File: src/rtl/busload_pkg.sv
package busload_pkg;
  localparam int DW     = 32;
  localparam int ADDR_W = 7;
  localparam int NUM_W  = 3;
  localparam int K_W    = 3;

  localparam logic [ADDR_W-1:0] A_GSTAT  = 7'h00;
  localparam logic [ADDR_W-1:0] A_PERIOD = 7'h04;
  localparam logic [ADDR_W-1:0] A_CTRL   = 7'h40;
  localparam logic [ADDR_W-1:0] A_UPWM   = 7'h44;
  localparam logic [ADDR_W-1:0] A_LOWM   = 7'h48;
  localparam logic [ADDR_W-1:0] A_SEED   = 7'h4C;
  localparam logic [ADDR_W-1:0] A_AUPWM  = 7'h50;
  localparam logic [ADDR_W-1:0] A_ALOWM  = 7'h54;
  localparam logic [ADDR_W-1:0] A_WEIGHT = 7'h58;
  localparam logic [ADDR_W-1:0] A_AVG    = 7'h60;
  localparam logic [ADDR_W-1:0] A_STAT   = 7'h64;

  localparam int B_EN     = 31;
  localparam int B_UPEN   = 30;
  localparam int B_DNEN   = 29;
  localparam int B_UPNUM  = 26;
  localparam int B_DNNUM  = 23;
  localparam int B_AUPEN  = 21;
  localparam int B_ADNEN  = 20;
  localparam int B_PEREN  = 18;
  localparam int B_K      = 10;
  localparam int B_STAT   = 28;  // status flags occupy [31:28]

  typedef struct packed {
    logic             en;
    logic             up_en;
    logic             dn_en;
    logic [NUM_W-1:0] up_num;
    logic [NUM_W-1:0] dn_num;
    logic             aup_en;
    logic             adn_en;
    logic             per_en;
    logic [K_W-1:0]   k;
  } ctrl_t;

  function automatic logic [DW-1:0] ctrl_pack(ctrl_t c);
    logic [DW-1:0] r;
    r = '0;
    r[B_EN]              = c.en;
    r[B_UPEN]            = c.up_en;
    r[B_DNEN]            = c.dn_en;
    r[B_UPNUM +: NUM_W]  = c.up_num;
    r[B_DNNUM +: NUM_W]  = c.dn_num;
    r[B_AUPEN]           = c.aup_en;
    r[B_ADNEN]           = c.adn_en;
    r[B_PEREN]           = c.per_en;
    r[B_K +: K_W]        = c.k;
    return r;
  endfunction

  function automatic ctrl_t ctrl_unpack(logic [DW-1:0] w);
    ctrl_t c;
    c.en     = w[B_EN];
    c.up_en  = w[B_UPEN];
    c.dn_en  = w[B_DNEN];
    c.up_num = w[B_UPNUM +: NUM_W];
    c.dn_num = w[B_DNNUM +: NUM_W];
    c.aup_en = w[B_AUPEN];
    c.adn_en = w[B_ADNEN];
    c.per_en = w[B_PEREN];
    c.k      = w[B_K +: K_W];
    return c;
  endfunction
endpackage

File: src/rtl/busload_regs.sv
module busload_regs
  import busload_pkg::*;
#(
  parameter int          PER_W      = 8,
  parameter int          DEF_PERIOD = 11,
  parameter logic [31:0] DEF_WEIGHT = 32'd1024
) (
  input  logic              clk_i,
  input  logic              rst_ni,
  input  logic              we_i,
  input  logic [ADDR_W-1:0] addr_i,
  input  logic [DW-1:0]     wdata_i,
  output logic [DW-1:0]     rdata_o,
  input  logic [3:0]        st_i,
  input  logic [DW-1:0]     avg_i,
  input  logic              irq_i,
  output ctrl_t             ctrl_o,
  output logic [PER_W-1:0]  period_o,
  output logic [DW-1:0]     up_wm_o,
  output logic [DW-1:0]     lo_wm_o,
  output logic [DW-1:0]     aup_wm_o,
  output logic [DW-1:0]     alo_wm_o,
  output logic [DW-1:0]     weight_o,
  output logic              seed_we_o,
  output logic [DW-1:0]     seed_o,
  output logic [3:0]        st_clr_o
);
  logic [DW-1:0] seed_q;

  always_ff @(posedge clk_i or negedge rst_ni) begin
    if (!rst_ni) begin
      ctrl_o   <= '0;
      period_o <= PER_W'(DEF_PERIOD);
      up_wm_o  <= '0;
      lo_wm_o  <= '0;
      aup_wm_o <= '0;
      alo_wm_o <= '0;
      weight_o <= DEF_WEIGHT;
      seed_q   <= '0;
    end else if (we_i) begin
      unique case (addr_i)
        A_CTRL:   ctrl_o   <= ctrl_unpack(wdata_i);
        A_PERIOD: period_o <= wdata_i[PER_W-1:0];
        A_UPWM:   up_wm_o  <= wdata_i;
        A_LOWM:   lo_wm_o  <= wdata_i;
        A_AUPWM:  aup_wm_o <= wdata_i;
        A_ALOWM:  alo_wm_o <= wdata_i;
        A_WEIGHT: weight_o <= wdata_i;
        A_SEED:   seed_q   <= wdata_i;
        default: ;
      endcase
    end
  end

  assign seed_we_o = we_i && (addr_i == A_SEED);
  assign seed_o    = wdata_i;
  assign st_clr_o  = (we_i && addr_i == A_STAT) ? wdata_i[B_STAT +: 4] : 4'b0;

  always_comb begin
    rdata_o = '0;
    unique case (addr_i)
      A_GSTAT:  rdata_o = {{(DW-1){1'b0}}, irq_i};
      A_PERIOD: rdata_o = {{(DW-PER_W){1'b0}}, period_o};
      A_CTRL:   rdata_o = ctrl_pack(ctrl_o);
      A_UPWM:   rdata_o = up_wm_o;
      A_LOWM:   rdata_o = lo_wm_o;
      A_SEED:   rdata_o = seed_q;
      A_AUPWM:  rdata_o = aup_wm_o;
      A_ALOWM:  rdata_o = alo_wm_o;
      A_WEIGHT: rdata_o = weight_o;
      A_AVG:    rdata_o = avg_i;
      A_STAT:   rdata_o = {st_i, {B_STAT{1'b0}}};
      default:  rdata_o = '0;
    endcase
  end
endmodule

File: src/rtl/busload_timer.sv
module busload_timer #(
  parameter int PER_W = 8
) (
  input  logic             clk_i,
  input  logic             rst_ni,
  input  logic             run_i,
  input  logic             tick_i,
  input  logic [PER_W-1:0] period_i,
  output logic             period_end_o
);
  logic [PER_W-1:0] ms_q;
  logic             last_ms;

  assign last_ms      = ms_q >= period_i;
  assign period_end_o = run_i && tick_i && last_ms;

  always_ff @(posedge clk_i or negedge rst_ni) begin
    if (!rst_ni)     ms_q <= '0;
    else if (!run_i) ms_q <= '0;
    else if (tick_i) ms_q <= last_ms ? '0 : ms_q + 1'b1;
  end
endmodule

File: src/rtl/busload_avg.sv
module busload_avg
  import busload_pkg::*;
(
  input  logic           clk_i,
  input  logic           rst_ni,
  input  logic           en_i,
  input  logic           event_i,
  input  logic [DW-1:0]  weight_i,
  input  logic           period_end_i,
  input  logic [K_W-1:0] k_i,
  input  logic           seed_we_i,
  input  logic [DW-1:0]  seed_i,
  output logic [DW-1:0]  acc_o,
  output logic [DW-1:0]  avg_o,
  output logic [DW-1:0]  avg_nxt_o
);
  logic [DW:0]          sum;
  logic [DW-1:0]        acc_inc;
  logic [K_W:0]         sh;
  logic signed [DW+1:0] diff, step, nxt;

  assign sum     = {1'b0, acc_o} + {1'b0, weight_i};
  assign acc_inc = sum[DW] ? '1 : sum[DW-1:0];

  always_ff @(posedge clk_i or negedge rst_ni) begin
    if (!rst_ni)           acc_o <= '0;
    else if (!en_i)        acc_o <= '0;
    else if (period_end_i) acc_o <= event_i ? weight_i : '0;
    else if (event_i)      acc_o <= acc_inc;
  end

  assign sh        = {1'b0, k_i} + 1'b1;
  assign diff      = $signed({2'b00, acc_o}) - $signed({2'b00, avg_o});
  assign step      = diff >>> sh;
  assign nxt       = $signed({2'b00, avg_o}) + step;
  assign avg_nxt_o = nxt[DW-1:0];

  always_ff @(posedge clk_i or negedge rst_ni) begin
    if (!rst_ni)           avg_o <= '0;
    else if (seed_we_i)    avg_o <= seed_i;
    else if (period_end_i) avg_o <= avg_nxt_o;
  end
endmodule

File: src/rtl/busload_wmark.sv
module busload_wmark
  import busload_pkg::*;
(
  input  logic          clk_i,
  input  logic          rst_ni,
  input  logic          period_end_i,
  input  logic [DW-1:0] sample_i,
  input  logic [DW-1:0] avg_nxt_i,
  input  logic [DW-1:0] up_wm_i,
  input  logic [DW-1:0] lo_wm_i,
  input  logic [DW-1:0] aup_wm_i,
  input  logic [DW-1:0] alo_wm_i,
  input  ctrl_t         ctrl_i,
  input  logic [3:0]    clr_i,
  output logic [3:0]    st_o,
  output logic          irq_o
);
  // index 0: above upper, index 1: below lower
  logic             hit   [2];
  logic             run_en[2];
  logic [NUM_W-1:0] need  [2];
  logic [1:0]       cons_set;
  logic [1:0]       avg_set;
  logic [3:0]       en_mask;

  assign hit[0]    = sample_i > up_wm_i;
  assign hit[1]    = sample_i < lo_wm_i;
  assign run_en[0] = ctrl_i.up_en;
  assign run_en[1] = ctrl_i.dn_en;
  assign need[0]   = ctrl_i.up_num;
  assign need[1]   = ctrl_i.dn_num;

  for (genvar g = 0; g < 2; g++) begin : g_cons
    logic [NUM_W-1:0] cnt_q;
    logic             done;
    assign done        = cnt_q == need[g];
    assign cons_set[g] = run_en[g] && period_end_i && hit[g] && done;
    always_ff @(posedge clk_i or negedge rst_ni) begin
      if (!rst_ni)           cnt_q <= '0;
      else if (!run_en[g])   cnt_q <= '0;
      else if (period_end_i) cnt_q <= (!hit[g] || done) ? '0 : cnt_q + 1'b1;
    end
  end

  assign avg_set[1] = ctrl_i.aup_en && period_end_i && (avg_nxt_i > aup_wm_i);
  assign avg_set[0] = ctrl_i.adn_en && period_end_i && (avg_nxt_i < alo_wm_i);

  always_ff @(posedge clk_i or negedge rst_ni) begin
    if (!rst_ni) st_o <= '0;
    else         st_o <= (st_o & ~clr_i) | {cons_set[0], cons_set[1], avg_set};
  end

  assign en_mask = {ctrl_i.up_en, ctrl_i.dn_en, ctrl_i.aup_en, ctrl_i.adn_en};
  assign irq_o   = |(st_o & en_mask);
endmodule

File: src/rtl/busload_monitor.sv
module busload_monitor
  import busload_pkg::*;
#(
  parameter int          PER_W      = 8,
  parameter int          DEF_PERIOD = 11,
  parameter logic [31:0] DEF_WEIGHT = 32'd1024
) (
  input  logic              clk_i,
  input  logic              rst_ni,
  input  logic              reg_we_i,
  input  logic [ADDR_W-1:0] reg_addr_i,
  input  logic [DW-1:0]     reg_wdata_i,
  output logic [DW-1:0]     reg_rdata_o,
  input  logic              event_i,
  input  logic              tick_i,
  output logic              irq_o
);
  ctrl_t            ctrl;
  logic [PER_W-1:0] period;
  logic [DW-1:0]    up_wm, lo_wm, aup_wm, alo_wm, weight, seed;
  logic [DW-1:0]    acc_q, avg_q, avg_nxt;
  logic [3:0]       st_q, st_clr;
  logic             seed_we, period_end, ch_en, run;

  assign ch_en = ctrl.en;
  assign run   = ctrl.en && ctrl.per_en;

  busload_regs #(
    .PER_W(PER_W), .DEF_PERIOD(DEF_PERIOD), .DEF_WEIGHT(DEF_WEIGHT)
  ) u_regs (
    .clk_i, .rst_ni,
    .we_i(reg_we_i), .addr_i(reg_addr_i), .wdata_i(reg_wdata_i), .rdata_o(reg_rdata_o),
    .st_i(st_q), .avg_i(avg_q), .irq_i(irq_o),
    .ctrl_o(ctrl), .period_o(period),
    .up_wm_o(up_wm), .lo_wm_o(lo_wm), .aup_wm_o(aup_wm), .alo_wm_o(alo_wm),
    .weight_o(weight), .seed_we_o(seed_we), .seed_o(seed), .st_clr_o(st_clr)
  );

  busload_timer #(.PER_W(PER_W)) u_timer (
    .clk_i, .rst_ni, .run_i(run), .tick_i, .period_i(period), .period_end_o(period_end)
  );

  busload_avg u_avg (
    .clk_i, .rst_ni, .en_i(ch_en), .event_i, .weight_i(weight),
    .period_end_i(period_end), .k_i(ctrl.k), .seed_we_i(seed_we), .seed_i(seed),
    .acc_o(acc_q), .avg_o(avg_q), .avg_nxt_o(avg_nxt)
  );

  busload_wmark u_wmark (
    .clk_i, .rst_ni, .period_end_i(period_end), .sample_i(acc_q), .avg_nxt_i(avg_nxt),
    .up_wm_i(up_wm), .lo_wm_i(lo_wm), .aup_wm_i(aup_wm), .alo_wm_i(alo_wm),
    .ctrl_i(ctrl), .clr_i(st_clr), .st_o(st_q), .irq_o
  );
endmodule

File: config.mk
export PLATFORM = sky130hd
export DESIGN_NAME = busload_monitor
export DESIGN_NICKNAME = d
export VERILOG_FILES = /design/src/rtl/busload_pkg.sv /design/src/rtl/busload_regs.sv /design/src/rtl/busload_timer.sv /design/src/rtl/busload_avg.sv /design/src/rtl/busload_wmark.sv /design/src/rtl/busload_monitor.sv
export SDC_FILE = /design/constraint.sdc
export NUM_CORES = 1
export LEC_CHECK = 0
export ABC_CLOCK_PERIOD_IN_PS = 9800
export BUFFER_PORTS_ARGS = -buffer_cell sky130_fd_sc_hd__clkbuf_2
export CAP_MARGIN = 20
export CORE_MARGIN = 2
export CORE_UTILIZATION = 40
export DETAILED_ROUTE_END_ITERATION = 7
export PLACE_DENSITY = 0.54
export SETUP_SLACK_MARGIN = 0.4
export SYNTH_ARGS = -nofsm -noshare
export SYNTH_HDL_FRONTEND = slang
export SYNTH_SLANG_ARGS = --single-unit
File: constraint.sdc
create_clock -name clk_i -period 9.8 [get_ports clk_i]
set_clock_uncertainty 0.2 [all_clocks]
set_input_delay 0 -clock clk_i [delete_from_list [all_inputs] [get_ports clk_i]]
set_output_delay 0 -clock clk_i [all_outputs]
set_load 0.02 [all_outputs]
; ---- Word level (Yosys, flattened, before mapping)
; Cells that the tools add are included.
[word_totals]
reg_bits = 297
in_bits = 44
out_inout_bits = 33
[op_classes]
add_sub_neg = 7
magnitude_cmp = 5
n_eq_ne = 16
n_shift = 1
muxes = 18
bitwise = 4
reduce_logical = 30
[op_table]
columns = operator, count
row1 = case mux 32 bit (11 select lines), 1
row2 = 2-to-1 mux 32 bit, 7
row3 = > comparator 32 bit, 2
row4 = < comparator 32 bit, 2
row5 = == test 7 bit (second input constant), 9
row6 = >>> shifter 34 x 4 -> 32 bit, 1
row7 = adder 32 x 32 -> 33 bit, 1
row8 = subtractor 32 x 32 -> 33 bit, 1
row9 = adder 32 bit, 1
row10 = 2-to-1 mux 8 bit, 3
row11 = 2-to-1 mux 3 bit, 6
row12 = AND reduction 2 bit, 8
row13 = logical AND 1 bit, 15
row14 = adder 8 x 1 -> 8 bit (second input constant), 1
row15 = bitwise AND 4 bit, 2
row16 = >= comparator 8 bit, 1
row17 = == test 7 x 3 -> 1 bit (second input constant), 1
row18 = zero test 7 bit, 1
row19 = adder 3 x 1 -> 3 bit (second input constant), 2
row20 = == test 3 bit, 2
row21 = adder 3 x 1 -> 4 bit (second input constant), 1
row22 = 2-to-1 mux 4 bit, 1
row23 = inequality test 2 x 1 -> 1 bit (second input constant), 2
row24 = NOT 4 bit, 1
row25 = 7 further kinds, 9

; ---- Depth between registers and ports, before layout
[logic_depth]
depth_word = 7
depth_mapped = 33
ltp_nobuf = 33

; ---- By module
; Synthesis repeated with hierarchy kept, for this count alone.
[hier_totals]
cells_unflattened = 2683
hier_area_um2 = 24842.6
[modules_own_cells]
columns = mod, instances, cells_each, area_per_inst_um2
row1 = busload_regs, 1, 788, 10392.5
row2 = busload_avg, 1, 1326, 9998.3
row3 = busload_wmark, 1, 491, 3733.6
row4 = busload_timer, 1, 77, 711.9
row5 = busload_monitor, 1, 1, 6.3

; ---- Least setup slack after synthesis
; Ideal clock, no wire load.
[synth_timing]
kind = reg2reg
start = register u_avg.acc_o[0]
end = register u_wmark.st_o[1]
arrival_ns = 6.366
path_slack_ns = 3.098
stages_incl_launch_ff = 34
path_buffers = 0
synth_period_minus_slack_ns = 6.702
cell_sequence = dfrtp_1 -> inv_1 -> ha_1 -> fa_1 -> nand2b_1 -> a21o_1 -> a21oi_1 -> o211ai_1 -> and4_1 -> o21ai_0 -> nor3b_1 -> mux2i_1 -> a21oi_1 -> mux2i_1 -> ha_1 -> a21oi_1 -> nand2_1 -> nor4_1 -> a211oi_1 -> a21oi_1 -> o21bai_1 -> a31o_2 -> xnor2_1 -> ha_1 -> a21o_1 -> a21o_1 -> a21o_1 -> a21o_1 -> a21o_1 -> a21o_1 -> a21oi_1 -> nor3_1 -> a2111oi_0 -> o21ai_0
[synth_between]
elab_chain_len = 6
[synth_rtl]
columns = item, line_no
row1 = "start, declared", busload_avg.sv:13  ; output logic [DW-1:0] acc_o,
row2 = "start signal, assigned", busload_avg.sv:28  ; else if (period_end_i) acc_o <= event_i ? weight_i : '0;
row3 = "start signal, assigned", busload_avg.sv:29  ; else if (event_i) acc_o <= acc_inc;
row4 = subtractor 32 x 32 -> 33 bit, busload_avg.sv:33  ; assign diff = $signed({2'b00, acc_o}) - $signed({2'b00, avg_o});
row5 = >>> shifter 34 x 4 -> 32 bit, busload_avg.sv:34  ; assign step = diff >>> sh;
row6 = adder 32 bit, busload_avg.sv:35  ; assign nxt = $signed({2'b00, avg_o}) + step;
row7 = > comparator 32 bit, busload_wmark.sv:45  ; assign avg_set[1] = ctrl_i.aup_en && period_end_i && (avg_nxt_i > aup_wm_i);
row8 = logical AND 1 bit, busload_wmark.sv:45
row9 = OR 4 bit, busload_wmark.sv:50  ; else st_o <= (st_o & ~clr_i) | {cons_set[0], cons_set[1], avg_set};
row10 = "end signal, assigned", busload_wmark.sv:50
row11 = "end, declared", busload_wmark.sv:15  ; output logic [3:0] st_o,
; Every way passes these cells.
; A chain may end at the register's enable or synchronous reset.

; ---- Worst setup path after layout
; Same ends and word-level chain as after synthesis.

==> metrics.md <==
| Metric | Value |
|---|---|
| Initial Utilization | 0.4022 |
| Most used cell, CP | a21oi_1 |
| Initial drt markers | 2,225 |
| Post-cts resize count | 0 |
| Sequential share of the synthesized area | 0.3223 |
| Reg clk slew, reported paths | 70 ps |
| RD Place Congestion | 0.9847 |
| Max VDD drop | 0.1312 mV |
| Worst setup SP type | flip-flop |
| Placed insts | 3,304 |
| Fin Hold WS | 117.5 ps |
| Critical Path Max Stage Delay | 630 ps |
| Total track usage | 0.3023 |
| Max-Cap Viols | 0 |
| Crit path DAT | 9180 ps |
| Die area | 59,620 sq um |
| Post-layout nets | 2,903 |
| HP Class | in -> reg |
| Syn nets | 2,819 |
| Syn Inst Count | 2,539 |
| Ys Warns | 0 |
| Die X | 244.2 um |
| Vias in the first global route | 20,790 |
| Clock Latency Late Sink | 580 ps |
| Syn avg cell area | 9.088 sq um |
| First-pass GRT wire length | 134,800 um |
| Required time of the critical path | 10,100 ps |
| CP bufs+invs | 1 |
| Detailed-route DRC error count | 0 |
| Critical path type | reg -> reg |
| Die extent in y | 244.2 um |
| Final Hold Viols | 0 |
| Power Density | 230.2 nW/um^2 |
| Post-synth top cells | dfrtp_1 (293), nand2_1 (283), ha_1 (233), inv_1 (201), mux2_2 (183) |
| Crit share post-route | 0.9065 |
| IO Port Bufs | 76 |
| TNS Setup | 0 ps |
| Cell taking the most area after synthesis | dfrtp_1 |
| I/O pin count | 77 |
| CTS tree | done |
| Post-CTS Setup Bufs | 0 |
| Outcome | finished clean |
| Synth Cell Area | 23,070 sq um |
| EDFF count, synth | 0 |
| CP max stage cell | nor4_1 |
| Pleak | 12.59 nW |
| Setup violations, final | 0 |
| Post-DRT Antenna Nets | 0 |
| CTS Sinks | 297 |
| Most used DFF post-synth | dfrtp_1 |
| Routed wire length | 90,710 um |
| Setup crit end kind | flip-flop |
| Rows | 88 |
| Initial antenna violation count | 1 |
| Top Family by Delay on Critical Path | compound AO/OA/AOI/OAI gates |
| Final Critical Period | 8884 ps |
| Slew @ Worst Pin | 1211 ps |
| Post-synthesis register bit count | 297 |
| RSZ-0062 raised after global routing | no |
| Power, Total | 6.011 mW |
| Detailed Place HPWL | 67,200 um |
| Pre-antenna DRT Iters | 7 |
| Gr ovfl total | 0 |
| Count leader, synth | dfrtp_1 |
| Share of flip-flops with an asynchronous set or reset | 1.000 |
| Maximum number of pins on one net before global-route repair | 97 |
| Core area | 57,370 sq um |
| Detailed-route via count | 20,910 |
| Slew HR | 0.1908 |
| Post-Layout Cell Count | 3,417 |
| Post-layout util | 0.4553 |
| Max Root-Sink Buffers | 3 |
| Vias per cell | 6.120 |
| Slew Limit Fails | 0 |
| FMAX | 0.1126 GHz |
| Root Driver | clkbuf_16 |
| H-tree depth | 2 |
| Number of distinct library cells after synthesis | 82 |
| Synth area leaders | dfrtp_1 (32%), ha_1 (13%), mux2_2 (8.9%) |
| Synthesis-to-layout area growth | 13.18% |
| Layout cells sized above 1 | 0.1516 |
| Synth top area share | 0.3178 |
| CP max FO | 7 |
| Filler cells | 5,496 |
| Wire per inst | 26.55 um |
| CTS buffer count | 38 |
[power by group]
group | switching [mW] | leakage (nW) | internal (mW)
registers | 0.136 | 4.03 | 1.32
clock network | 0.595 | 0.624 | 0.897
logic | 1.85 | 7.94 | 1.20
total | 2.59 | 12.6 | 3.43
[state kept, by name (all words and copies together) (netlist names)]
name / count
u_timer.ms_q: 8
u_regs.ctrl_o: 15
u_regs.seed_q: 32
u_avg.acc_o: 32
u_regs.aup_wm_o: 32
u_regs.lo_wm_o: 32
u_regs.alo_wm_o: 32
u_regs.up_wm_o: 32
u_avg.avg_o: 32
u_wmark.g_cons.cnt_q: 6
u_regs.weight_o: 32
u_wmark.st_o: 4
u_regs.period_o: 8
[kinds of logic (layout without fill, tap and decap cells)]
group / count (synthesis) / in the layout / synth area share
other cells: 0 / 1 / 0
compound gates: 673 / 673 / 0.2012
fa+ha+maj: 236 / 236 / 0.1289
mux: 282 / 282 / 0.1339
xor+xnor: 94 / 94 / 0.03568
simple gates: 647 / 647 / 0.1264
buf+inv: 310 / 422 / 0.05162
flops: 297 / 297 / 0.3223
[worst reg2reg max path, delay by kind of cell, from the launching register on]
family / cells / cell delay, ps
mux: 2 / 320
xor+xnor: 1 / 130
flops: 1 / 380
compound gates: 16 / 4390
buf+inv: 1 / 80
fa+ha+maj: 4 / 1240
simple gates: 7 / 2120
[repair_timing]
action	CTS	global route
setup endpoints to repair	0	0
hold buffers	41	0
endpoints found under the hold margin	362	0
[layer usage]
metal,vias up,global-route usage,part of all wire
met5,-,0,0
met1,10410,0.4329,0.45
li1,9437,-,-
met2,915,0.4452,0.42
met3,150,0.07507,0.091
met4,0,0.09595,0.032
[cells in the final DEF, fill, tap and decap left out, types with 20 or more instances in the layout]
cell type,netlist,layout
a21o_1,72,72
nand2b_1,26,26
nor3_1,35,34
nand2_1,283,277
a21oi_1,155,155
mux2_2,183,183
nor2_1,131,127
o221ai_1,24,24
dfrtp_1,293,292
mux2i_1,96,96
xor2_1,40,39
o21ai_0,135,135
a211oi_1,21,21
dlygate4sd3_1,0,40
clkbuf_16,0,38
xnor2_1,54,53
o21a_1,24,24
ha_1,233,233
inv_1,201,201
a222oi_1,28,28
nand4_1,30,30
a22oi_1,37,37
nand3_1,71,71
buf_4,0,30
o211ai_1,20,20
clkbuf_2,2,75
[path summary, 6_finish.rpt]
check,startpoint,end,slack (ps),cells after the start
min in group asynchronous,rst_ni,u_regs.period_o[3],400,3
setup reg to reg,u_avg.acc_o[0],u_wmark.st_o[1],920,31
max in group asynchronous,rst_ni,u_timer.ms_q[2],8150,4
hold reg to reg,u_regs.seed_q[11],u_regs.seed_q[11],280,2
hold / removal,reg_wdata_i[13],u_regs.weight_o[13],120,3
setup / recovery,u_avg.acc_o[0],u_wmark.st_o[1],920,31
[through the flow]
stage	instance area [sq um]	worst slack [ps]
after floorplan	23070	3098
after global placement	24290	1042
after detailed placement	24330	961.6
after CTS	26050	959.4
after global routing	26110	425.3
final	26120	916.1
[layout make-up]
cell class	instances	area, sq um	area share
Multi-Input combinational cell	1932	14520	0.5560
Sequential cell	297	7438	0.2848
Timing Repair Buffer	152	1146	0.04388
Clock buffer	55	1075	0.04115
Tap cell	765	957.2	0.03665
Inverter	202	758.2	0.02903
Clock inverter	13	217.7	0.008336
Antenna cell	1	2.502	0.00009582
Power figures use the tool's default switching activity.
